[src/rtl/seg_latch_pkg.sv]
package seg_latch_pkg;
  localparam int SEG_W = 7;
  localparam int HEX_W = 4;
  typedef enum logic [1:0] {
    ST_IDLE  = 2'd0,
    ST_SETUP = 2'd1,
    ST_PULSE = 2'd2,
    ST_HOLD  = 2'd3
  } wr_state_e;
endpackage

[src/rtl/hex_seg_decode.sv]
module hex_seg_decode
  import seg_latch_pkg::*;
(
  input  logic [HEX_W-1:0] hex_i,
  output logic [SEG_W-1:0] seg_n_o
);
  logic [SEG_W-1:0] seg_on;

  always_comb begin
    unique case (hex_i)
      4'h0: seg_on = 7'h3F;
      4'h1: seg_on = 7'h06;
      4'h2: seg_on = 7'h5B;
      4'h3: seg_on = 7'h4F;
      4'h4: seg_on = 7'h66;
      4'h5: seg_on = 7'h6D;
      4'h6: seg_on = 7'h7D;
      4'h7: seg_on = 7'h07;
      4'h8: seg_on = 7'h7F;
      4'h9: seg_on = 7'h6F;
      4'hA: seg_on = 7'h77;
      4'hB: seg_on = 7'h7C;
      4'hC: seg_on = 7'h39;
      4'hD: seg_on = 7'h5E;
      4'hE: seg_on = 7'h79;
      default: seg_on = 7'h71;
    endcase
  end

  // common anode: lit segment is low
  assign seg_n_o = ~seg_on;
endmodule

[src/rtl/seg_write_seq.sv]
module seg_write_seq
  import seg_latch_pkg::*;
#(
  parameter int NUM_DIGITS = 2,
  parameter int PULSE_LEN  = 2
) (
  input  logic                        clk_i,
  input  logic                        rst_ni,
  input  logic                        wr_i,
  input  logic [NUM_DIGITS*HEX_W-1:0] val_i,
  output logic [SEG_W-1:0]            seg_o,
  output logic [NUM_DIGITS-1:0]       le_o,
  output logic                        busy_o
);
  localparam int IDX_W = (NUM_DIGITS > 1) ? $clog2(NUM_DIGITS) : 1;
  localparam int CNT_W = (PULSE_LEN > 1) ? $clog2(PULSE_LEN) : 1;
  localparam logic [IDX_W-1:0] LAST_IDX = IDX_W'(NUM_DIGITS - 1);
  localparam logic [CNT_W-1:0] LAST_CNT = CNT_W'(PULSE_LEN - 1);

  wr_state_e                   state_q;
  logic [IDX_W-1:0]            idx_q, nxt_idx;
  logic [CNT_W-1:0]            cnt_q;
  logic [NUM_DIGITS*HEX_W-1:0] vals_q;
  logic [SEG_W-1:0]            seg_q;
  logic [NUM_DIGITS-1:0]       le_q;
  logic [SEG_W-1:0]            pat_first;
  logic [SEG_W-1:0]            pat_q [NUM_DIGITS];

  // first digit decodes straight from the input so setup starts on the strobe edge
  hex_seg_decode u_dec_first (
    .hex_i   (val_i[HEX_W-1:0]),
    .seg_n_o (pat_first)
  );

  for (genvar d = 0; d < NUM_DIGITS; d++) begin : g_dec
    hex_seg_decode u_dec (
      .hex_i   (vals_q[d*HEX_W +: HEX_W]),
      .seg_n_o (pat_q[d])
    );
  end

  assign nxt_idx = idx_q + 1'b1;

  always_ff @(posedge clk_i or negedge rst_ni) begin
    if (!rst_ni) begin
      state_q <= ST_IDLE;
      idx_q   <= '0;
      cnt_q   <= '0;
      vals_q  <= '0;
      seg_q   <= '1;
      le_q    <= '0;
    end else begin
      unique case (state_q)
        ST_IDLE: begin
          if (wr_i) begin
            vals_q  <= val_i;
            idx_q   <= '0;
            seg_q   <= pat_first;
            state_q <= ST_SETUP;
          end
        end
        ST_SETUP: begin
          le_q        <= '0;
          le_q[idx_q] <= 1'b1;
          cnt_q       <= '0;
          state_q     <= ST_PULSE;
        end
        ST_PULSE: begin
          if (cnt_q == LAST_CNT) begin
            le_q    <= '0;
            state_q <= ST_HOLD;
          end else begin
            cnt_q <= cnt_q + 1'b1;
          end
        end
        default: begin
          if (idx_q == LAST_IDX) begin
            state_q <= ST_IDLE;
          end else begin
            idx_q   <= nxt_idx;
            seg_q   <= pat_q[nxt_idx];
            state_q <= ST_SETUP;
          end
        end
      endcase
    end
  end

  assign seg_o  = seg_q;
  assign le_o   = le_q;
  assign busy_o = (state_q != ST_IDLE);

  AST_LE_ONEHOT: assert property (@(posedge clk_i) disable iff (!rst_ni)
    $onehot0(le_q));
  AST_LE_ONLY_BUSY: assert property (@(posedge clk_i) disable iff (!rst_ni)
    (|le_q) |-> busy_o);

  for (genvar d = 0; d < NUM_DIGITS; d++) begin : g_ast
    AST_SETUP_STABLE: assert property (@(posedge clk_i) disable iff (!rst_ni)
      $rose(le_q[d]) |-> $stable(seg_q));
    AST_HOLD_STABLE: assert property (@(posedge clk_i) disable iff (!rst_ni)
      $fell(le_q[d]) |-> $stable(seg_q));
    AST_BUS_FROZEN: assert property (@(posedge clk_i) disable iff (!rst_ni)
      (le_q[d] && $past(le_q[d])) |-> $stable(seg_q));
  end
endmodule

[src/rtl/seg_latch_writer.sv]
module seg_latch_writer
  import seg_latch_pkg::*;
#(
  parameter int NUM_DIGITS = 2,
  parameter int PULSE_LEN  = 2
) (
  input  logic                        clk_i,
  input  logic                        rst_ni,
  input  logic                        wr_i,
  input  logic [NUM_DIGITS*HEX_W-1:0] val_i,
  output logic [SEG_W-1:0]            seg_o,
  output logic [NUM_DIGITS-1:0]       le_o,
  output logic                        busy_o
);
  localparam int HI_W = $clog2(PULSE_LEN + 2);

  seg_write_seq #(
    .NUM_DIGITS (NUM_DIGITS),
    .PULSE_LEN  (PULSE_LEN)
  ) u_seq (
    .clk_i  (clk_i),
    .rst_ni (rst_ni),
    .wr_i   (wr_i),
    .val_i  (val_i),
    .seg_o  (seg_o),
    .le_o   (le_o),
    .busy_o (busy_o)
  );

  // independent pulse-width counter for the width check
  logic [HI_W-1:0] hi_cnt_q;
  always_ff @(posedge clk_i or negedge rst_ni) begin
    if (!rst_ni)                                   hi_cnt_q <= '0;
    else if (!(|le_o))                             hi_cnt_q <= '0;
    else if (hi_cnt_q != HI_W'(PULSE_LEN + 1))     hi_cnt_q <= hi_cnt_q + 1'b1;
  end

  AST_PULSE_WIDTH: assert property (@(posedge clk_i) disable iff (!rst_ni)
    $fell(|le_o) |-> (hi_cnt_q == HI_W'(PULSE_LEN)));
  AST_PULSE_NOT_LONG: assert property (@(posedge clk_i) disable iff (!rst_ni)
    hi_cnt_q <= HI_W'(PULSE_LEN));
endmodule

[config.mk]
export PLATFORM = sky130hd
export DESIGN_NAME = seg_latch_writer
export DESIGN_NICKNAME = d
export VERILOG_FILES = /design/src/rtl/seg_latch_pkg.sv /design/src/rtl/hex_seg_decode.sv /design/src/rtl/seg_write_seq.sv /design/src/rtl/seg_latch_writer.sv
export SDC_FILE = /design/constraint.sdc
export NUM_CORES = 1
export LEC_CHECK = 0
export BUFFER_PORTS_ARGS = -buffer_cell sky130_fd_sc_hd__buf_2
export CORE_MARGIN = 1
export CORE_UTILIZATION = 45
export CTS_CLUSTER_SIZE = 30
export DETAILED_ROUTE_END_ITERATION = 12
export PLACE_DENSITY = 0.69
export SYNTH_ARGS = -nofsm -noshare
export SYNTH_HDL_FRONTEND = slang
export SYNTH_SLANG_ARGS = --single-unit
[constraint.sdc]
create_clock -name clk_i -period 1.6 [get_ports clk_i]
set_input_delay 0.24 -clock clk_i [delete_from_list [all_inputs] [get_ports clk_i]]
set_output_delay 0.24 -clock clk_i [all_outputs]
set_load 0.005 [all_outputs]
==> impl_summary.txt <==
----------------------------------------------------
[Global routing]
  Initial antenna violation count ... 0
  Overflow left after global routing ... 0
  First-pass GRT wire length ... 4530 um
  Vias in the first global route ... 1053
  Maximum number of pins on one net before global-route repair ... 18
  Total routing usage reported by global routing ... 0.187

[Die]
  Initial core utilization ... 0.494
  Floorplan die height ... between 50 and 60 um
  Placement Rows ... 18
  Total die area ... about 3000 um^2
  Number of top-level pins ... 21
  Die width ... 55.3 um
  Area of the core region ... between 2000 and 3000 um^2

[Routing]
  Average wire per cell in the routed design ... about 13 um
  Antenna Violating Nets Remaining ... 0
  Total wire length after detailed routing ... around 2600 um
  Via count ... between 1000 and 1500
  Via-to-Cell Ratio ... around 5.3
  Drt pass-1 iters ... 4
  Initial DRC count ... 31
  DRC violations left ... 0

[Clock tree]
  Cell at the root of the clock tree ... clkbuf_4
  Post-CTS setup-driven buffer insertion count ... 0
  Maximum clock insertion buffer count ... 2
  TritonCTS Sinks ... 17
  TritonCTS Buffers ... 3
  TritonCTS clock tree ... done
  Register clock-pin slew on the reported worst setup and hold paths ... 0.10 ns
  Maximum level of the CTS H-tree ... 1
  Clock Latency Late Sink ... 0.29 ns

[STA]
  Relative slew margins ... 0.702
  Worst Slack Setup Final ... -0.00474 ns
  Slew Viols, Final ... 0
  Worst-case clock skew ... 0.00556 ns
  Portion of the clock cycle consumed by the worst path in the final layout ... 1.00
  Hold Vio Cnt, Final ... 0
  Measured slew at the worst slew-check pin ... roughly 0.45 ns
  RSZ-0062 raised after global routing ... true
  Min cycle time layout ... between 1.5 and 2 ns
  Timing-limited maximum frequency ... 623 MHz
  Final number of setup-violating endpoints ... 1

[Setup path]
  CP Capture Type ... flip-flop
  WP data required ... around 1.8 ns
  Flop-to-flop setup slack ... -0.005 ns
  Largest fanout of any net on the critical path ... 4
  Crit Path Category ... flip-flop to flip-flop
  Crit start category ... flip-flop
  Signal arrival time at the worst endpoint ... ~1.8 ns

[Pwr]
  Leakage power ... 0.786 nW
  PnR Total Power ... 0.00304 W
  Cell area power density ... approximately 1900 nW/um^2
  Peak supply drop ... 1390 uV

[Layout]
  Number of nets in the layout ... around 190
  # diodes ... 0
  Fraction of layout cells with a size suffix above 1 ... 0.419
  Relative area change from synthesis to final layout ... 24.6%

[Logic synthesis]
  Syn avg cell area ... between 9 and 10 um^2
  Netlist cell types ... 32
  Synthesized cell area ... ~1300 um^2
  Number of synthesized register bits ... 17
  Number of warnings issued by yosys ... 0
  Net count of the mapped netlist ... between 150 and 200
  Cell count after synthesis ... around 130
  Portion of the post-synthesis area used by sequential elements ... 0.340

[Run status]
  Violations in the final reports ... setup timing
  Outcome ... finished, violations left

[Job]
  Max Cap Violations ... 0

[Min path]
  Kind of path behind the tightest hold check ... input port to flip-flop

[Place]
  Post-placement setup slack ... -0.0604 ns
  DP Wirelength ... 2160 um
  Global placer's final weighted congestion ... around 0.80
  Number of port buffers ... 20

----------------------------------------------------
registers in the layout, summed over array words and instances, names as in the netlist:
register and cells:
u_seq.idx_q 1, u_seq.vals_q 4, u_seq.cnt_q 1, u_seq.seg_o 7
u_seq.le_o 2, u_seq.state_q 2
power by group:
group | switching (W) | internal [W] | total, W
Combinational | 0.000887 | 0.00105 | 0.00194
Sequential | 0.000178 | 0.000689 | 0.000866
Clock | 0.000138 | 0.0000931 | 0.000231
Total | 0.00120 | 0.00183 | 0.00304
cells in the mapped netlist:
cell type / instances / share of area
a21o_4: 1 / 0.012
a21oi_1: 6 / 0.023
a221o_1: 1 / 0.0078
a222oi_1: 2 / 0.016
a22o_1: 1 / 0.0069
a22o_2: 1 / 0.0078
a32o_1: 4 / 0.031
and2_0: 1 / 0.0049
and3_1: 1 / 0.0049
and3b_1: 2 / 0.014
buf_2: 5 / 0.020
clkbuf_1: 1 / 0.0029
dfrtp_1: 10 / 0.20
dfstp_2: 7 / 0.14
ha_1: 15 / 0.15
inv_1: 15 / 0.044
mux2_2: 7 / 0.062
mux2i_1: 8 / 0.063
mux4_2: 2 / 0.035
nand2_1: 7 / 0.021
nand2b_1: 1 / 0.0049
nand3_1: 1 / 0.0039
nor2_1: 9 / 0.026
nor2b_1: 3 / 0.015
nor3_1: 3 / 0.012
o211ai_1: 1 / 0.0059
o21ai_0: 5 / 0.020
o22a_2: 1 / 0.0078
o22ai_1: 3 / 0.015
o311ai_1: 1 / 0.0069
o32a_1: 2 / 0.016
or2_4: 1 / 0.0069
per-layer routing:
layer / wire length, um / global-route usage
met2: 1240 / 0.293
met4: 27 / 0.0643
met1: 1240 / 0.256
met5: 0 / 0
met3: 114 / 0.0422
final cells by class:
cell class                 instances  area [um^2]
inverter                          15         56.3
clock inverter                     1         5.00
sequential                        17          434
fill                             219          997
tap                               30         37.5
timing repair buffer              41          260
clock buffer                       3         22.5
multi-input combinational         90          777
per-stage QoR:
stage | util | instance area [um^2] | instances | setup TNS [ns] | hold WS, ns
global route | 0.615 | 1590 | 197 | -0.124 | 0.162
detailed placement | 0.594 | 1540 | 192 | -0.0604 | 0.180
floorplan | - | 1280 | 128 | 0 | -0.0556
global placement | 0.594 | 1540 | 192 | 0 | 0.175
finish | 0.615 | 1590 | 197 | -0.00474 | 0.177
CTS | 0.615 | 1590 | 197 | -0.0425 | 0.169
cells by family after synthesis:
family	count (synthesis)	synth area share
DFF	17	0.340
and+or+nand+nor	29	0.113
buffers and inverters	21	0.0665
adders and majority gates	15	0.147
muxes	17	0.159
AOI/OAI and AO/OA	29	0.175
what timing repair did:
item                                   in CTS  in global routing
setup endpoints to repair                   2                  3
pin swaps                                   2                  3
endpoints found under the hold margin      10                  0
gates resized for setup                     5                  1
hold buffers                                1                  0
critical path, stage by stage, from the launching register on:
cell,delay [ns]
dfrtp_1,0.42
buf_4,0.16
ha_2,0.19
mux4_2,0.46
a222oi_1,0.23
inv_1,0.08
placed cells by master (no fill, tap or decap), drive strengths merged, types with 2 or more instances in the layout:
master / netlist / routed
nor2b: 3 / 3
nand2: 7 / 7
o22ai: 3 / 3
and3b: 2 / 2
nor2: 9 / 9
mux4: 2 / 2
mux2: 7 / 7
clkbuf: 1 / 3
dfrtp: 10 / 10
inv: 15 / 15
a222oi: 2 / 2
o32a: 2 / 2
a22o: 2 / 2
nor3: 3 / 3
ha: 15 / 15
a32o: 4 / 4
a21oi: 6 / 6
buf: 5 / 40
mux2i: 8 / 8
dfstp: 7 / 7
o21ai: 5 / 5
worst paths after layout:
path / startpoint / depth (start not counted) / endpoint
setup / recovery: u_seq.vals_q[4] / 5 / u_seq.seg_o[3]
hold / removal: val_i[5] / 2 / u_seq.vals_q[5]
setup reg to reg: u_seq.vals_q[4] / 5 / u_seq.seg_o[3]
hold reg to reg: u_seq.seg_o[2] / 2 / u_seq.seg_o[2]
max in group asynchronous: rst_ni / 2 / u_seq.seg_o[4]
min in group asynchronous: rst_ni / 2 / u_seq.le_o[1]
Power figures use the tool's default switching activity.
